[src/rtl/rx_phit_guard_pkg.sv]
`timescale 1ns/1ps
package rx_phit_guard_pkg;
  localparam int PHIT_W = 24;
  localparam int CRC_W  = 16;
  localparam logic [CRC_W-1:0] CRC_POLY = 16'h1021;

  localparam logic [1:0] TYPE_TAIL = 2'b11;
  localparam logic [1:0] ST_OK     = 2'b00;
  localparam logic [1:0] ST_LINK   = 2'b01;
  localparam logic [1:0] ST_SOFT   = 2'b10;

  // Strobes from control to datapath.
  typedef struct packed {
    logic fwd;
    logic tail;
    logic clip;
    logic restart;
  } ctlStrobe_t;

  function automatic logic [CRC_W-1:0] crcStep(input logic [CRC_W-1:0] c,
                                               input logic [PHIT_W-1:0] d);
    logic [CRC_W-1:0] r;
    logic fb;
    r = c;
    for (int i = PHIT_W - 1; i >= 0; i--) begin
      fb = r[CRC_W-1] ^ d[i];
      r = {r[CRC_W-2:0], 1'b0};
      if (fb) r = r ^ CRC_POLY;
    end
    return r;
  endfunction
endpackage

[src/rtl/rx_phit_guard_dp.sv]
`timescale 1ns/1ps
module rx_phit_guard_dp
  import rx_phit_guard_pkg::*;
#(
  parameter int LEN_W = 8,
  parameter logic [15:0] CRC_INIT = 16'hFFFF
) (
  input  logic              clk,
  input  logic              rstN,
  input  logic [PHIT_W-1:0] inPhit,
  input  logic [LEN_W-1:0]  cfgMaxLen,
  input  ctlStrobe_t        ctl,
  output logic              crcMatch,
  output logic              atLimit,
  output logic              outValid,
  output logic [PHIT_W-1:0] outPhit,
  output logic              errCrc,
  output logic              errClip
);
  logic [CRC_W-1:0]  crcAcc;
  logic [LEN_W-1:0]  bodyCnt;
  logic [PHIT_W-1:0] tailPhit;
  logic [PHIT_W-1:0] clipPhit;
  logic [1:0]        inStatus;

  assign crcMatch = (crcAcc == inPhit[CRC_W-1:0]);
  assign atLimit  = ({1'b0, bodyCnt} + (LEN_W+1)'(1)) >= {1'b0, cfgMaxLen};
  assign inStatus = inPhit[21:20];

  always_comb begin
    tailPhit = inPhit;
    if (!crcMatch) begin
      tailPhit[21:20]      = (inStatus == ST_SOFT) ? ST_SOFT : ST_LINK;
      tailPhit[CRC_W-1:0]  = crcAcc;
    end
    clipPhit = {TYPE_TAIL, ST_LINK, 4'h0, crcAcc};
  end

  always_ff @(posedge clk or negedge rstN) begin
    if (!rstN) begin
      crcAcc   <= CRC_INIT;
      bodyCnt  <= '0;
      outValid <= 1'b0;
      outPhit  <= '0;
      errCrc   <= 1'b0;
      errClip  <= 1'b0;
    end else begin
      outValid <= ctl.fwd | ctl.tail | ctl.clip;
      errCrc   <= ctl.tail & ~crcMatch;
      errClip  <= ctl.clip;
      if (ctl.fwd) begin
        outPhit <= inPhit;
        crcAcc  <= crcStep(crcAcc, inPhit);
        bodyCnt <= bodyCnt + LEN_W'(1);
      end else begin
        if (ctl.tail) outPhit <= tailPhit;
        if (ctl.clip) outPhit <= clipPhit;
        if (ctl.tail | ctl.clip | ctl.restart) begin
          crcAcc  <= CRC_INIT;
          bodyCnt <= '0;
        end
      end
    end
  end
endmodule

[src/rtl/rx_phit_guard_ctl.sv]
`timescale 1ns/1ps
module rx_phit_guard_ctl
  import rx_phit_guard_pkg::*;
(
  input  logic       clk,
  input  logic       rstN,
  input  logic       inValid,
  input  logic [1:0] inType,
  input  logic       crcMatch,
  input  logic       atLimit,
  input  logic       cfgClear,
  output ctlStrobe_t ctl,
  output logic       inRecovery
);
  logic recovery;
  logic enterRec;

  always_comb begin
    ctl      = '0;
    enterRec = 1'b0;
    if (!recovery && inValid) begin
      if (inType == TYPE_TAIL) begin
        ctl.tail = 1'b1;
        enterRec = ~crcMatch;
      end else if (atLimit) begin
        ctl.clip = 1'b1;
        enterRec = 1'b1;
      end else begin
        ctl.fwd = 1'b1;
      end
    end
    if (recovery && cfgClear) ctl.restart = 1'b1;
  end

  always_ff @(posedge clk or negedge rstN) begin
    if (!rstN)         recovery <= 1'b0;
    else if (enterRec) recovery <= 1'b1;
    else if (cfgClear) recovery <= 1'b0;
  end

  assign inRecovery = recovery;
endmodule

[src/rtl/rx_phit_guard.sv]
`timescale 1ns/1ps
module rx_phit_guard
  import rx_phit_guard_pkg::*;
#(
  parameter int LEN_W = 8,
  parameter logic [15:0] CRC_INIT = 16'hFFFF
) (
  input  logic              clk,
  input  logic              rstN,
  input  logic              inValid,
  input  logic [23:0]       inPhit,
  input  logic [LEN_W-1:0]  cfgMaxLen,
  input  logic              cfgClear,
  output logic              outValid,
  output logic [23:0]       outPhit,
  output logic              errCrc,
  output logic              errClip,
  output logic              inRecovery
);
  ctlStrobe_t ctl;
  logic crcMatch;
  logic atLimit;

  rx_phit_guard_ctl u_ctl (
    .clk(clk), .rstN(rstN), .inValid(inValid), .inType(inPhit[23:22]),
    .crcMatch(crcMatch), .atLimit(atLimit), .cfgClear(cfgClear),
    .ctl(ctl), .inRecovery(inRecovery)
  );

  rx_phit_guard_dp #(.LEN_W(LEN_W), .CRC_INIT(CRC_INIT)) u_dp (
    .clk(clk), .rstN(rstN), .inPhit(inPhit), .cfgMaxLen(cfgMaxLen),
    .ctl(ctl), .crcMatch(crcMatch), .atLimit(atLimit),
    .outValid(outValid), .outPhit(outPhit), .errCrc(errCrc), .errClip(errClip)
  );
endmodule

[config.mk]
export PLATFORM = sky130hd
export DESIGN_NAME = rx_phit_guard
export DESIGN_NICKNAME = d
export VERILOG_FILES = /design/src/rtl/rx_phit_guard_pkg.sv /design/src/rtl/rx_phit_guard_dp.sv /design/src/rtl/rx_phit_guard_ctl.sv /design/src/rtl/rx_phit_guard.sv
export SDC_FILE = /design/constraint.sdc
export NUM_CORES = 1
export LEC_CHECK = 0
export BUFFER_PORTS_ARGS = -buffer_cell sky130_fd_sc_hd__buf_4
export CAP_MARGIN = 20
export CORE_ASPECT_RATIO = 0.7
export CORE_MARGIN = 1.5
export CORE_UTILIZATION = 29
export CTS_BUF_LIST = sky130_fd_sc_hd__clkbuf_8
export CTS_CLUSTER_SIZE = 20
export DETAILED_ROUTE_END_ITERATION = 6
export PLACE_DENSITY = 0.48
export SYNTH_ARGS = -nofsm -noshare
export SYNTH_HDL_FRONTEND = slang
export SYNTH_SLANG_ARGS = --single-unit
export TNS_END_PERCENT = 20
[constraint.sdc]
create_clock -name clk -period 4.4 [get_ports clk]
set_input_delay 1.1 -clock clk [delete_from_list [all_inputs] [get_ports clk]]
set_output_delay 1.1 -clock clk [all_outputs]
set_load 0.02 [all_outputs]
## Word-level counts from Yosys, hierarchy flattened

Cells that the tools add are included.

| word-level totals | value |
|---|---|
| bits in latches | 0 |
| bits in registers | 52 |
| ROM bits | 0 |
| memories kept | 0 |
| output and inout port bits | 28 |
| word-level logic and storage cells | 141 |
| input bits | 36 |
| memory bits (writable) | 0 |

| cells by class | value |
|---|---|
| eq/ne operators | 3 |
| divide/modulo/power cells | 0 |
| order comparisons | 1 |
| shift operators | 0 |
| multipliers | 0 |
| add/subtract/negate cells | 2 |
| mux-type cells | 68 |
| bitwise logic cells | 54 |
| reduce and logical (&&, ||, !) cells | 6 |

Operators with widths:

| operator | number |
|---|---|
| 16-bit two-way mux | 26 |
| 13-bit two-way mux | 24 |
| 24-bit two-way mux | 3 |
| 3-bit inverter | 24 |
| 1-bit XOR | 24 |
| 16-bit == test | 1 |
| 8-bit two-way mux | 2 |
| 1-bit two-way mux | 10 |
| 8-bit by 1-bit adder with 9-bit output (second input constant) | 1 |
| 9-bit by 8-bit greater-or-equal comparator with 1-bit output | 1 |
| 8-bit by 1-bit adder with 8-bit output (second input constant) | 1 |
| 2-bit == test (second input constant) | 2 |
| 2-bit two-way mux | 2 |
| 1-bit bitwise OR | 4 |
| 2-bit nonzero test | 2 |
| 3-bit two-way mux | 1 |
| 3-bit nonzero test | 1 |
| 1-bit logical AND | 2 |
| 1-bit AND | 1 |
| 1-bit logical NOT | 1 |
| 1-bit inverter | 1 |

## Logic depth before layout (Yosys ltp)

| logic depth | value |
|---|---|
| depth after elaboration | 75 |
| depth in mapped cells | 12 |
| gate-level depth less buffers | 11 |

## Cells and area by module

A second synthesis with hierarchy kept.

| second synthesis, totals | value |
|---|---|
| cells, all modules | 335 |
| area, all modules | 3395.8 sq um |

Modules (own cells, without submodules):

| module | seq. area each (sq um) | area each (sq um) | instances | cells an instance |
|---|---|---|---|---|
| rx_phit_guard_dp | 1296.2 | 3294.4 | 1 | 324 |
| rx_phit_guard_ctl | 25.0 | 101.3 | 1 | 11 |

## Worst setup path before layout

No wires, ideal clock.

| timing path | value |
|---|---|
| kind | input-to-reg |
| start point | input port inPhit[21] |
| end point | register u_dp.crcAcc[13] |
| cell stages on the path | 6 |
| slack | 1.180 ns |
| arrival | 3.147 ns |
| buffers on the path | 0 |
| data required time | 4.327 ns |
| cells stage by stage | xor2_2 xnor3_2 xnor3_2 xnor3_2 xor3_1 a21oi_1 |

| on the way | value |
|---|---|
| cells in the longest elaborated chain, start to end | 42 |
| elaborated cells between the ends (all ways) | 55 |
| those cells by class | 43 x mux; 12 x bitwise |

Ends and longest elaborated chain:

| what | line | source |
|---|---|---|
| from (decl) | rx_phit_guard.sv:11 | `input logic [23:0] inPhit,` |
| 1-bit XOR (*) | rx_phit_guard_pkg.sv:26 | `fb = r[CRC_W-1] ^ d[i];` |
| 13-bit two-way mux (*) | rx_phit_guard_pkg.sv:28 | `if (fb) r = r ^ CRC_POLY;` |
| 16-bit two-way mux (*) (4 in a row) | rx_phit_guard_dp.sv:51 | `if (ctl.fwd) begin` |
| 1-bit XOR / 16-bit two-way mux (equally long branches) | rx_phit_guard_pkg.sv:26, rx_phit_guard_dp.sv:51 |  |
| 13-bit two-way mux (*) | rx_phit_guard_pkg.sv:28 |  |
| 16-bit two-way mux (*) (4 in a row) | rx_phit_guard_dp.sv:51 |  |
| 1-bit XOR (tied with other cells) | rx_phit_guard_pkg.sv:26 |  |
| 13-bit two-way mux (*) | rx_phit_guard_pkg.sv:28 |  |
| [19 not listed] | - |  |
| 16-bit two-way mux (*) | rx_phit_guard_dp.sv:51 |  |
| 13-bit two-way mux / 16-bit two-way mux (equally long branches) | rx_phit_guard_pkg.sv:28, rx_phit_guard_dp.sv:51 |  |
| 16-bit two-way mux (*) | rx_phit_guard_dp.sv:51 |  |
| 13-bit two-way mux / 16-bit two-way mux (equally long branches) | rx_phit_guard_pkg.sv:28, rx_phit_guard_dp.sv:51 |  |
| 16-bit two-way mux (*) | rx_phit_guard_dp.sv:51 |  |
| 3-bit inverter (no line) / 1-bit XOR (equally long branches) | - |  |
| 13-bit two-way mux (*) | rx_phit_guard_pkg.sv:28 |  |
| 16-bit two-way mux (*) (2 in a row) | rx_phit_guard_dp.sv:51 |  |
| to (signal assigned) | rx_phit_guard_dp.sv:53 | `crcAcc <= crcStep(crcAcc, inPhit);` |
| to (decl) | rx_phit_guard_dp.sv:20 | `logic [CRC_W-1:0] crcAcc;` |

Mark *: on every way between the ends. The rest lies on a longest branch, timed or not. The select of a mux whose other input is x is not followed.
A chain may end at the register's enable or synchronous reset.

## Final worst setup path

| timing path | value |
|---|---|
| start point | register u_dp.bodyCnt[0] |
| end point | register u_dp.outPhit[8] |

| on the way | value |
|---|---|
| cells in the longest elaborated chain, start to end | 7 |
| elaborated cells between the ends (all ways) | 10 |
| those cells by class | 1 x add/sub; 1 x order compare; 7 x mux; 1 x reduce/logical |

Ends and longest elaborated chain:

| what | line | source |
|---|---|---|
| from (decl) | rx_phit_guard_dp.sv:21 | `logic [LEN_W-1:0] bodyCnt;` |
| from (signal assigned) | rx_phit_guard_dp.sv:54 | `bodyCnt <= bodyCnt + LEN_W'(1);` |
| 8-bit by 1-bit adder with 9-bit output (*) | rx_phit_guard_dp.sv:27 | `assign atLimit = ({1'b0, bodyCnt} + (LEN_W+1)'(1)) >= {1'b0, cfgMaxLen};` |
| 9-bit by 8-bit greater-or-equal comparator with 1-bit output (*) | rx_phit_guard_dp.sv:27 |  |
| 1-bit two-way mux | rx_phit_guard_ctl.sv:25 | `end else if (atLimit) begin` |
| 1-bit two-way mux | rx_phit_guard_ctl.sv:22 | `if (inType == TYPE_TAIL) begin` |
| 3-bit two-way mux (*) | rx_phit_guard_ctl.sv:21 | `if (!recovery && inValid) begin` |
| 24-bit two-way mux | rx_phit_guard_dp.sv:57 | `if (ctl.clip) outPhit <= clipPhit;` |
| 24-bit two-way mux | rx_phit_guard_dp.sv:51 |  |
| to (signal assigned) | rx_phit_guard_dp.sv:52 | `outPhit <= inPhit;` |
| to (signal assigned) | rx_phit_guard_dp.sv:56 | `if (ctl.tail) outPhit <= tailPhit;` |
| to (signal assigned) | rx_phit_guard_dp.sv:57 |  |
| to (decl) | rx_phit_guard_dp.sv:16 | `output logic [PHIT_W-1:0] outPhit,` |

Mark *: on every way between the ends. The rest lies on a longest branch, timed or not.

==> flow_metrics.py <==
metrics = {
    "drt": {
        "vias": 2693,
        "routed_via_count_divided_by_cell_count": 4.85,
        "drt-pass1-iter-count": 5,
        "wl_per_cell_um": 18.1,
        "detail_route.iter0.violations": 209,
        "drt_wl_total_um": 10100,
        "remaining_drc_errors": 0,
        "final_antenna_net_count": 0,
    },
    "logic_synthesis": {
        "synth-async-reset-ratio_pct": 100,
        "synth.top_cells.by_area": "dfrtp_1, xnor2_1, dfstp_2",
        "synth_compound_area_share_pct": 15.9,
        "yosys_register_bits": 52,
        "syn_inst": 338,
        "netlist-cell-type-count": 36,
        "yosys.area_share.xor_xnor_pct": 31.2,
        "yosys-mux-area-fraction_pct": 0,
        "synth.most_common_cell": "xnor2_1",
        "postSynthNetCount": 383,
        "synth_enable_flop_cells": 0,
        "post_syn_area_sq_um": 3440,
        "synth_area_leader_cell": "dfrtp_1",
        "postSynthAreaPerCell_sq_um": 10.2,
        "simple_gate_share_of_the_synthesized_area_pct": 8.62,
        "synth_top_cells_by_count": "xnor2_1, nor2_1, a21oi_1, dfrtp_1",
        "synth_adder_area_share_pct": 3.27,
        "seq_area_frac_synth_pct": 38.4,
        "synth_ff_type": "dfrtp_1",
        "synth_top_area_share_pct": 26.2,
        "synth_top_family_by_area": "XOR/XNOR gates",
        "yosysWarningCount": 0,
    },
    "clocking": {
        "clkLatencyLatePin_ps": 320,
        "post_cts_resize_count": 0,
        "htree_num_levels": 2,
        "cts.reportedPaths.clkPinSlew_ps": 90,
        "clock_tree.buffer_depth": 2,
        "ctsHoldBuffers": 0,
        "cts-root-buf": "clkbuf_8",
        "cts-buffers-inserted": 5,
        "clock_sink_count": 52,
        "tritoncts": "yes",
        "postCtsSetupRepairBufs": 0,
    },
    "floorplan": {
        "dieWidth_um": 133,
        "die_area_sq_um": 12500,
        "coreArea_sq_um": 11600,
        "row_count": 33,
        "height_of_the_die_um": 94.1,
        "initial_standard_cell_utilization_of_the_core_pct": 29.6,
        "io-pin-count": 64,
    },
    "timing": {
        "worst-slew-pin-transition_ps": 788,
        "min_period_ps": 3410,
        "max_freq_mhz": 293,
        "hold-worst-slack_ps": 471,
        "max_slew_margin_pct": 47.5,
        "sum_neg_setup_slack_ps": 0,
        "rsz0062_at_grt": "no",
        "fin_worst_skew_ps": 20.4,
        "finalSetupViolCount": 0,
        "hold_viol": 0,
        "fin_ws_ps": 987,
        "final_min_period_over_clock_period_pct": 77.6,
        "number_of_max_slew_violations_in_the_final_report": 0,
    },
    "critical_path": {
        "depth_of_the_worst_register_to_register_path": 12,
        "cpMostUsedCell": "ha_1",
        "startpoint_type": "flop",
        "crit-reg2reg-capture": "u_dp.outPhit[8]$_DFFE_PN0P_",
        "critPathArrivalTime_ps": 3640,
        "cp_slowest_stage_delay_ps": 460,
        "critical_path.slowest_cell": "dfrtp_1",
        "cp-end-kind": "flop",
        "worstReg2RegStart": "u_dp.bodyCnt[0]$_DFFE_PN0P_",
        "crit_chain": "ha_1, nand3_1, nor2_1, xor2_1, ha_1, a21o_1, a221o_1, nor3_1, o21a_1, buf_4, o21ai_0, a21oi_1",
        "cp_data_required_time_ps": 4630,
        "r2r_slack_ps": 990,
        "path_max_fanout": 34,
        "setup.worst_path.class": "reg -> reg",
    },
    "placement": {
        "dpl.hpwl_um": 7730,
        "gp_congestion": 0.802,
        "placed_instance_area_sq_um": 4080,
        "port-buffer-count": 63,
        "place_inst": 547,
        "pre_cts_setup_slack_ps": 872,
    },
    "layout": {
        "n_antenna_cell": 0,
        "post_route_cells_drive_above_1_share_pct": 24.6,
        "finalInstanceArea_sq_um": 4170,
        "multi_input_area_sq_um": 2030,
        "postLayoutCoreUtil_pct": 35.8,
        "syn2layout_area_growth_pct": 21.3,
        "final_net_count": 442,
        "num-fill-cells": 1212,
        "final_cells": 555,
        "ff_latch_area_sq_um": 1320,
    },
    "run_status": {
        "outcome": "completed",
    },
    "power_and_ir_drop": {
        "peakVddDrop_mv": 0.512,
        "clock_share_of_power_pct": 6.3,
        "power.share.combinational_pct": 74.4,
        "total_leakage_power_nw": 1.88,
        "pwr-share-seq_pct": 19.3,
        "netSwitchingFraction_pct": 42.9,
        "cell_internal_power_mw": 2.60,
        "netSwitchingPower_mw": 1.96,
        "pwr_density_cell_nw_per_um2": 1090,
        "fin_total_pwr_mw": 4.56,
    },
    "hold_path": {
        "hold_crit_endpoint": "u_dp.outPhit[23]$_DFFE_PN0P_",
        "origin_of_the_worst_min_delay_path": "u_dp.outPhit[23]$_DFFE_PN0P_",
        "worstHoldPathCells": 2,
        "min-delay-path-class": "reg -> reg",
    },
    "grt": {
        "number_of_antenna_violations_at_the_first_check_in_global_routing": 0,
        "overflow": 0,
        "first_global_vias": 2689,
        "grt_start_max_net_pins": 53,
        "global_route.usage.total_pct": 17.1,
        "first_pass_grt_wire_length_um": 16000,
    },
    "job": {
        "maxCapViolations": 0,
    },
}
## placed cells by master (no fill, tap or decap), drive strengths merged
master / instances
a31oi: 16
xnor2: 57
inv: 11
a22o: 11
xor2: 17
and3: 1
buf: 67
xnor3: 14
nor2b: 1
xor3: 3
a221o: 1
nand3: 5
nand2: 15
o21ai: 21
a21o: 3
and2: 1
o22ai: 1
ha: 9
dfstp: 16
nand2b: 1
a32o: 1
a21oi: 36
nor3: 4
o21a: 1
dfrtp: 36
nor4: 1
clkbuf: 6
o22a: 1
nand4: 4
nor2: 37
## cell families (layout without fill, tap and decap cells)
group / Yosys count / in the layout
AND/OR/NAND/NOR: 70 / 70
buffers and inverters: 24 / 84
flip-flops: 52 / 52
XOR/XNOR: 91 / 91
adder cells (fa/ha/maj): 9 / 9
AO/OA/AOI/OAI: 92 / 92
## power by group through the flow
stage / clock network [mW] / registers [mW] / logic [mW]
final: 0.289 / 0.878 / 3.39
after global routing: 0.320 / 0.901 / 3.69
after CTS: 0.299 / 0.878 / 3.40
after detailed placement: 0 / 0.888 / 3.37
after global placement: 0 / 0.884 / 3.33
after floorplan: 0 / 0.879 / 2.67
## worst max-delay path by stage
| stage | from | to | slack (ps) | cells past startpoint |
|---|---|---|---|---|
| after floorplan | inPhit[21] | u_dp.crcAcc[13]$_DFFE_PN1P_ | 1180 | 6 |
| after global placement | inPhit[21] | u_dp.crcAcc[13]$_DFFE_PN1P_ | 940 | 7 |
| after detailed placement | inPhit[21] | u_dp.crcAcc[13]$_DFFE_PN1P_ | 870 | 7 |
| after CTS | u_dp.bodyCnt[0]$_DFFE_PN0P_ | u_dp.outPhit[8]$_DFFE_PN0P_ | 1020 | 12 |
| after global routing | u_dp.bodyCnt[0]$_DFFE_PN0P_ | u_dp.outPhit[0]$_DFFE_PN0P_ | 710 | 12 |
| final | u_dp.bodyCnt[0]$_DFFE_PN0P_ | u_dp.outPhit[8]$_DFFE_PN0P_ | 990 | 12 |
## worst max-delay path, delay by kind of cell (launching register included)
family	cells	cell delay [ps]
AO/OA/AOI/OAI	5	1140
XOR/XNOR	1	210
adder cells (fa/ha/maj)	2	490
buffers and inverters	1	390
flip-flops	1	460
AND/OR/NAND/NOR	3	630
## state kept, by name, summed over array words and instances (netlist names)
register / cells
u_dp.outPhit: 24
u_dp.bodyCnt: 8
u_dp.errClip: 1
u_ctl.inRecovery: 1
u_dp.errCrc: 1
u_dp.crcAcc: 16
u_dp.outValid: 1
## area by class of cell
| cell class | instances | share of cell area (%) |
|---|---|---|
| multi-input combinational | 262 | 48.6 |
| clock buffer | 6 | 1.98 |
| sequential | 52 | 31.7 |
| inverter | 9 | 0.810 |
| tap | 157 | 4.71 |
| clock inverter | 2 | 0.180 |
| timing repair buffer | 67 | 12.1 |
## metal layers
| layer | up-vias | GRT usage (%) | wire, um |
|---|---|---|---|
| met5 | - | 0 | 0 |
| met4 | 0 | 3.17 | 74 |
| met2 | 100 | 22.6 | 3790 |
| met1 | 1292 | 27.8 | 5530 |
| li1 | 1292 | - | - |
| met3 | 9 | 3.34 | 675 |
Note: power is estimated with default switching activity, not from simulation.
